## config.mk

```make
export PLATFORM = sky130hd
export DESIGN_NAME = restoring_divider
export DESIGN_NICKNAME = d
export VERILOG_FILES = /design/src/rtl/rdiv_pkg.sv /design/src/rtl/rdiv_addsub.sv /design/src/rtl/rdiv_ctrl.sv /design/src/rtl/rdiv_dpath.sv /design/src/rtl/restoring_divider.sv
export SDC_FILE = /design/constraint.sdc
export NUM_CORES = 1
export LEC_CHECK = 0
export BUFFER_PORTS_ARGS = -buffer_cell sky130_fd_sc_hd__buf_2
export CORE_MARGIN = 10
export CORE_UTILIZATION = 45
export DETAILED_ROUTE_END_ITERATION = 6
export PLACE_DENSITY = 0.63
export SLEW_MARGIN = 20
export SYNTH_ARGS = -nofsm -noshare
export SYNTH_HDL_FRONTEND = slang
export SYNTH_SLANG_ARGS = --single-unit
```

## constraint.sdc

```tcl
create_clock -name clk -period 3.6 [get_ports clk]
set_clock_uncertainty 0.2 [all_clocks]
set_input_delay 0.72 -clock clk [delete_from_list [all_inputs] [get_ports clk]]
set_output_delay 0.72 -clock clk [all_outputs]
set_load 0.02 [all_outputs]
```

## src/rtl/rdiv_pkg.sv

```systemverilog
package rdiv_pkg;

    // Controller phases of one division run
    typedef enum logic [1:0] {
        ST_IDLE = 2'd0,
        ST_SUB  = 2'd1,
        ST_ADJ  = 2'd2,
        ST_DONE = 2'd3
    } rdiv_state_e;

    // Operation selected on the shared adder/subtractor
    typedef enum logic {
        ALU_SUB = 1'b0,
        ALU_ADD = 1'b1
    } alu_op_e;

    // Per-cycle commands from the controller to the datapath
    typedef struct packed {
        logic load;   // capture operands, clear quotient
        logic sub;    // remainder <= remainder - divisor register
        logic adj;    // restore if negative, shift quotient and divisor
    } rdiv_ctl_t;

    // Width of the round counter for a quotient of qw bits (counts 0..qw)
    function automatic int rdiv_cnt_width(input int qw);
        return $clog2(qw + 1) + 1;
    endfunction

endpackage

```

## src/rtl/rdiv_addsub.sv

```systemverilog
module rdiv_addsub
    import rdiv_pkg::*;
#(
    parameter int W = 9
) (
    input  logic [W-1:0] a,
    input  logic [W-1:0] b,
    input  alu_op_e      op,
    output logic [W-1:0] y
);

    always_comb begin
        if (op == ALU_ADD) begin
            y = a + b;
        end else begin
            y = a - b;
        end
    end

endmodule

```

## src/rtl/rdiv_ctrl.sv

```systemverilog
module rdiv_ctrl
    import rdiv_pkg::*;
#(
    parameter int QUO_W = 4
) (
    input  logic        clk,
    input  logic        rst,
    input  logic        start,
    input  logic        divisor_zero,
    output rdiv_ctl_t   ctl,
    output rdiv_state_e state,
    output logic        done
);

    localparam int CW = rdiv_cnt_width(QUO_W);
    localparam logic [CW-1:0] LAST_ROUND = CW'(QUO_W);

    rdiv_state_e state_q, state_d;
    logic [CW-1:0] round_q;
    logic          last_round;

    assign last_round = (round_q == LAST_ROUND);

    always_comb begin
        state_d = state_q;
        case (state_q)
            ST_IDLE: begin
                if (start) begin
                    state_d = divisor_zero ? ST_DONE : ST_SUB;
                end
            end
            ST_SUB:  state_d = ST_ADJ;
            ST_ADJ:  state_d = last_round ? ST_DONE : ST_SUB;
            ST_DONE: state_d = ST_IDLE;
            default: state_d = ST_IDLE;
        endcase
    end

    always_ff @(posedge clk) begin
        if (rst) begin
            state_q <= ST_IDLE;
            round_q <= '0;
        end else begin
            state_q <= state_d;
            if (state_q == ST_IDLE && start) begin
                round_q <= '0;
            end else if (state_q == ST_ADJ) begin
                round_q <= round_q + 1'b1;
            end
        end
    end

    always_comb begin
        ctl.load = (state_q == ST_IDLE) && start;
        ctl.sub  = (state_q == ST_SUB);
        ctl.adj  = (state_q == ST_ADJ);
    end

    assign state = state_q;
    assign done  = (state_q == ST_DONE);

endmodule

```

## src/rtl/rdiv_dpath.sv

```systemverilog
module rdiv_dpath
    import rdiv_pkg::*;
#(
    parameter int QUO_W = 4
) (
    input  logic                 clk,
    input  logic                 rst,
    input  rdiv_ctl_t            ctl,
    input  logic [2*QUO_W-1:0]   dividend,
    input  logic [QUO_W-1:0]     divisor,
    output logic                 divisor_zero,
    output logic [QUO_W-1:0]     quotient,
    output logic [QUO_W-1:0]     remainder,
    output logic                 overflow,
    output logic                 div_by_zero
);

    // One guard bit above the 2N-bit span carries the sign of the difference
    localparam int RW = 2 * QUO_W + 1;
    // Quotient keeps N+1 bits; the top one comes from the first round
    localparam int QW = QUO_W + 1;

    logic [RW-1:0] rem_q;
    logic [RW-1:0] dvs_q;
    logic [QW-1:0] quo_q;
    logic          dbz_q;
    logic [RW-1:0] alu_y;
    logic          diff_neg;
    alu_op_e       alu_op;

    assign divisor_zero = (divisor == '0);
    assign diff_neg     = rem_q[RW-1];
    assign alu_op       = ctl.adj ? ALU_ADD : ALU_SUB;

    rdiv_addsub #(.W(RW)) u_alu (
        .a  (rem_q),
        .b  (dvs_q),
        .op (alu_op),
        .y  (alu_y)
    );

    always_ff @(posedge clk) begin
        if (rst) begin
            rem_q <= '0;
            dvs_q <= '0;
            quo_q <= '0;
            dbz_q <= 1'b0;
        end else if (ctl.load) begin
            rem_q <= {1'b0, dividend};
            dvs_q <= {1'b0, divisor, {QUO_W{1'b0}}};
            dbz_q <= divisor_zero;
            quo_q <= divisor_zero ? '1 : '0;
        end else if (ctl.sub) begin
            rem_q <= alu_y;
        end else if (ctl.adj) begin
            if (diff_neg) begin
                rem_q <= alu_y;
            end
            quo_q <= {quo_q[QW-2:0], ~diff_neg};
            dvs_q <= dvs_q >> 1;
        end
    end

    assign quotient    = quo_q[QUO_W-1:0];
    assign remainder   = rem_q[QUO_W-1:0];
    assign overflow    = quo_q[QW-1] & ~dbz_q;
    assign div_by_zero = dbz_q;

endmodule

```

## src/rtl/restoring_divider.sv

```systemverilog
module restoring_divider
    import rdiv_pkg::*;
#(
    parameter int QUO_W = 4
) (
    input  logic                 clk,
    input  logic                 rst,
    input  logic                 start,
    input  logic [2*QUO_W-1:0]   dividend,
    input  logic [QUO_W-1:0]     divisor,
    output logic                 done,
    output logic [QUO_W-1:0]     quotient,
    output logic [QUO_W-1:0]     remainder,
    output logic                 overflow,
    output logic                 div_by_zero
);

    rdiv_ctl_t   ctl;
    rdiv_state_e state;
    logic        divisor_zero;

    rdiv_ctrl #(.QUO_W(QUO_W)) u_ctrl (
        .clk          (clk),
        .rst          (rst),
        .start        (start),
        .divisor_zero (divisor_zero),
        .ctl          (ctl),
        .state        (state),
        .done         (done)
    );

    rdiv_dpath #(.QUO_W(QUO_W)) u_dpath (
        .clk          (clk),
        .rst          (rst),
        .ctl          (ctl),
        .dividend     (dividend),
        .divisor      (divisor),
        .divisor_zero (divisor_zero),
        .quotient     (quotient),
        .remainder    (remainder),
        .overflow     (overflow),
        .div_by_zero  (div_by_zero)
    );

endmodule

```

==> results.py <==
metrics = {
    "status": {
        "outcome": "finished, final reports clean",
    },
    "clocking": {
        "cts_setup_buffers": 0,
        "clock-root-buffer": "clkbuf_8",
        "hold_buffers": 0,
        "cts_tree": "yes",
        "clk_pin_slew_worst_paths_ns": 0.07,
        "cts_resized": 0,
        "cts_max_level": 2,
        "cts.sinks": 29,
        "cts.path.max_buffers": 2,
        "insertion_delay_ns": 0.29,
        "numCtsBuffers": 5,
    },
    "floorplan": {
        "fp.dieW_um": 85.1,
        "rows": 23,
        "dieHeight_um": 85.1,
        "ioPinCount": 26,
        "core_area_mm2": 0.00406,
        "die_area_mm2": 0.00723,
        "start_util_pct": 46.9,
    },
    "logic_synthesis": {
        "synth_edf_count": 0,
        "yosysTopAreaCell": "dfxtp_1",
        "synth_cell_types": 44,
        "yosysTopAreaCellShare_pct": 30.5,
        "post_synth.cell_area_avg_um2": 8.28,
        "yosysWarnings": 0,
        "synthFlopType": "dfxtp_1",
        "synthCells": 230,
        "syn_area_mm2": 0.00190,
        "syn-num-nets": 264,
        "synth-async-reset-ratio_pct": 0,
        "yosysSeqAreaShare_pct": 30.5,
        "synth-seq-cells": 29,
        "synth.area.top_cells": "dfxtp_1, ha_1, nor2_1",
    },
    "placed_design": {
        "post_dp_cell_area_mm2": 0.00201,
        "detailed_place_hpwl_um": 3060,
        "io_buffers": 25,
        "gp_congestion": 0.831,
    },
    "global_route": {
        "grt_overflow": 0,
        "grt_max_degree": 23,
        "grt_pass1_vias": 1572,
        "antenna_found_initial": 0,
        "grt_first_pass_wirelength_um": 7200,
        "track_usage_pct": 11.9,
    },
    "min_path": {
        "hold_class": "reg2reg",
    },
    "finish": {
        "syn_to_final_growth_pct": 9.92,
        "final_cell_mix": "nor2_1, dfxtp_1, buf_2",
        "fin_nets": 282,
        "nFillCells": 400,
        "final_area_mm2": 0.00209,
        "final_util_pct": 51.6,
        "layout_commonest_cell": "nor2_1",
        "antenna_cells": 0,
        "layout-drive-gt1-share_pct": 16.9,
    },
    "job": {
        "cap_violations": 0,
    },
    "worst_setup_path": {
        "arrival_ns": 2.98,
        "endpoint": "u_dpath.rem_q[8]",
        "reg2reg_depth": 11,
        "path_class": "reg2reg",
        "rrSetupSlack_ns": 0.63,
        "reg2reg_to": "u_dpath.rem_q[8]",
        "rr_startpoint": "u_ctrl.state[0]",
        "critical_path.endpoint_type": "register",
        "cp_max_fo": 15,
        "critPathRequiredTime_ns": 3.61,
        "start_kind": "register",
        "crit_path_start": "u_ctrl.state[0]",
    },
    "sta": {
        "hold_slack_ns": 0.282,
        "slew_violations": 0,
        "hold_viol": 0,
        "fmax_mhz": 337,
        "worst_pin_slew_ns": 0.752,
        "period_needed_ns": 2.97,
        "maxSlewHeadroom_pct": 49.5,
        "rsz0062_at_grt": "false",
        "period_share_pct": 82.4,
        "fin_setup_tns_ns": 0,
        "setup_viol": 0,
    },
    "power": {
        "p_leak_nw": 0.932,
        "power_density_mw_per_mm2": 470,
        "peakVddDrop_mv": 0.259,
        "power_uw": 983,
    },
    "routing": {
        "vias": 1563,
        "drc": 0,
        "ant_nets": 0,
        "wl_per_cell_um": 13.7,
        "drt_wl_total_um": 4100,
        "drt_iter0_drc": 89,
        "avgViaCountPerCell": 5.23,
        "drt_pass1_iterations": 4,
    },
}
cell families (layout without fill, tap and decap cells):
group	Yosys count	count (layout)	share of synthesized area, %
AND/OR/NAND/NOR	83	83	20.6
AO/OA/AOI/OAI	51	51	18.3
flip-flops	29	29	30.5
buffers and inverters	27	46	7.23
adder cells (fa/ha/maj)	19	19	12.9
XOR/XNOR	13	13	5.98
multiplexers	8	8	4.47
critical path: stages (launching register included):
cell and delay (ns):
dfxtp_1 0.38, inv_1 0.11, ha_1 0.28, buf_4 0.22
a21oi_1 0.17, xor2_1 0.24, ha_1 0.29, a211oi_1 0.22
o21ai_1 0.13, a21oi_2 0.17, mux2_4 0.31, mux2i_1 0.17
per-layer routing:
metal	vias to the layer above	wire length, um	part of all wire [%]	GRT usage [%]
li1	830	-	-	-
met1	702	1930	47	14.2
met2	27	1930	47	19.0
met3	4	213	5.2	4.78
met4	0	29	0.71	3.59
met5	-	0	0	0
synth_stat cells, drive strengths merged (4+ instances only):
cell type and count:
inv 11, nor2 30, mux2i 7, xor2 6, a21oi 17, a311oi 5
nor3 12, a211oi 4, buf 13, ha 18, a21o 4, nand2 20
xnor2 7, dfxtp 29, o21ai 7, a221oi 5
power by group:
| group | total, mW | internal (mW) | switching (mW) |
|---|---|---|---|
| Clock | 0.260 | 0.134 | 0.126 |
| Combinational | 0.338 | 0.141 | 0.197 |
| Sequential | 0.385 | 0.354 | 0.0302 |
| Total | 0.983 | 0.629 | 0.354 |
metrics by stage:
step                      setup slack (ns)  std cells
after global routing                 0.378        299
after CTS                            0.650        299
final                                0.633        299
after global placement               0.798        291
after floorplan                      0.749        230
after detailed placement             0.701        291
flip-flops by register name, indices dropped and copies added (netlist names):
name / flops
u_dpath.rem_q: 9
u_dpath.dvs_q: 8
u_dpath.quo_q: 5
u_ctrl.round_q: 4
u_ctrl.state: 2
u_dpath.div_by_zero: 1
worst min-delay path by stage:
stage               cells past startpoint                start                   to  slack, ns
global route                            2     u_dpath.rem_q[0]     u_dpath.rem_q[0]       0.32
global placement                        2  u_dpath.div_by_zero  u_dpath.div_by_zero       0.26
finish                                  2  u_dpath.div_by_zero  u_dpath.div_by_zero       0.28
detailed placement                      2  u_dpath.div_by_zero  u_dpath.div_by_zero       0.27
floorplan                               2     u_dpath.rem_q[4]     u_dpath.rem_q[4]       0.26
CTS                                     2  u_dpath.div_by_zero  u_dpath.div_by_zero       0.28
final cells by class:
cell class              instances  area, um^2  share of cell area [%]
clock buffers                   6        72.6                    3.47
repair buffers                 27         140                    6.69
clock inverters                 2        10.0                   0.478
well taps                      50        62.6                    2.99
multi-input cells             174        1190                    56.7
inverters                      11        41.3                    1.97
flip-flops and latches         29         581                    27.7
Note: power is estimated with default switching activity, not from simulation.
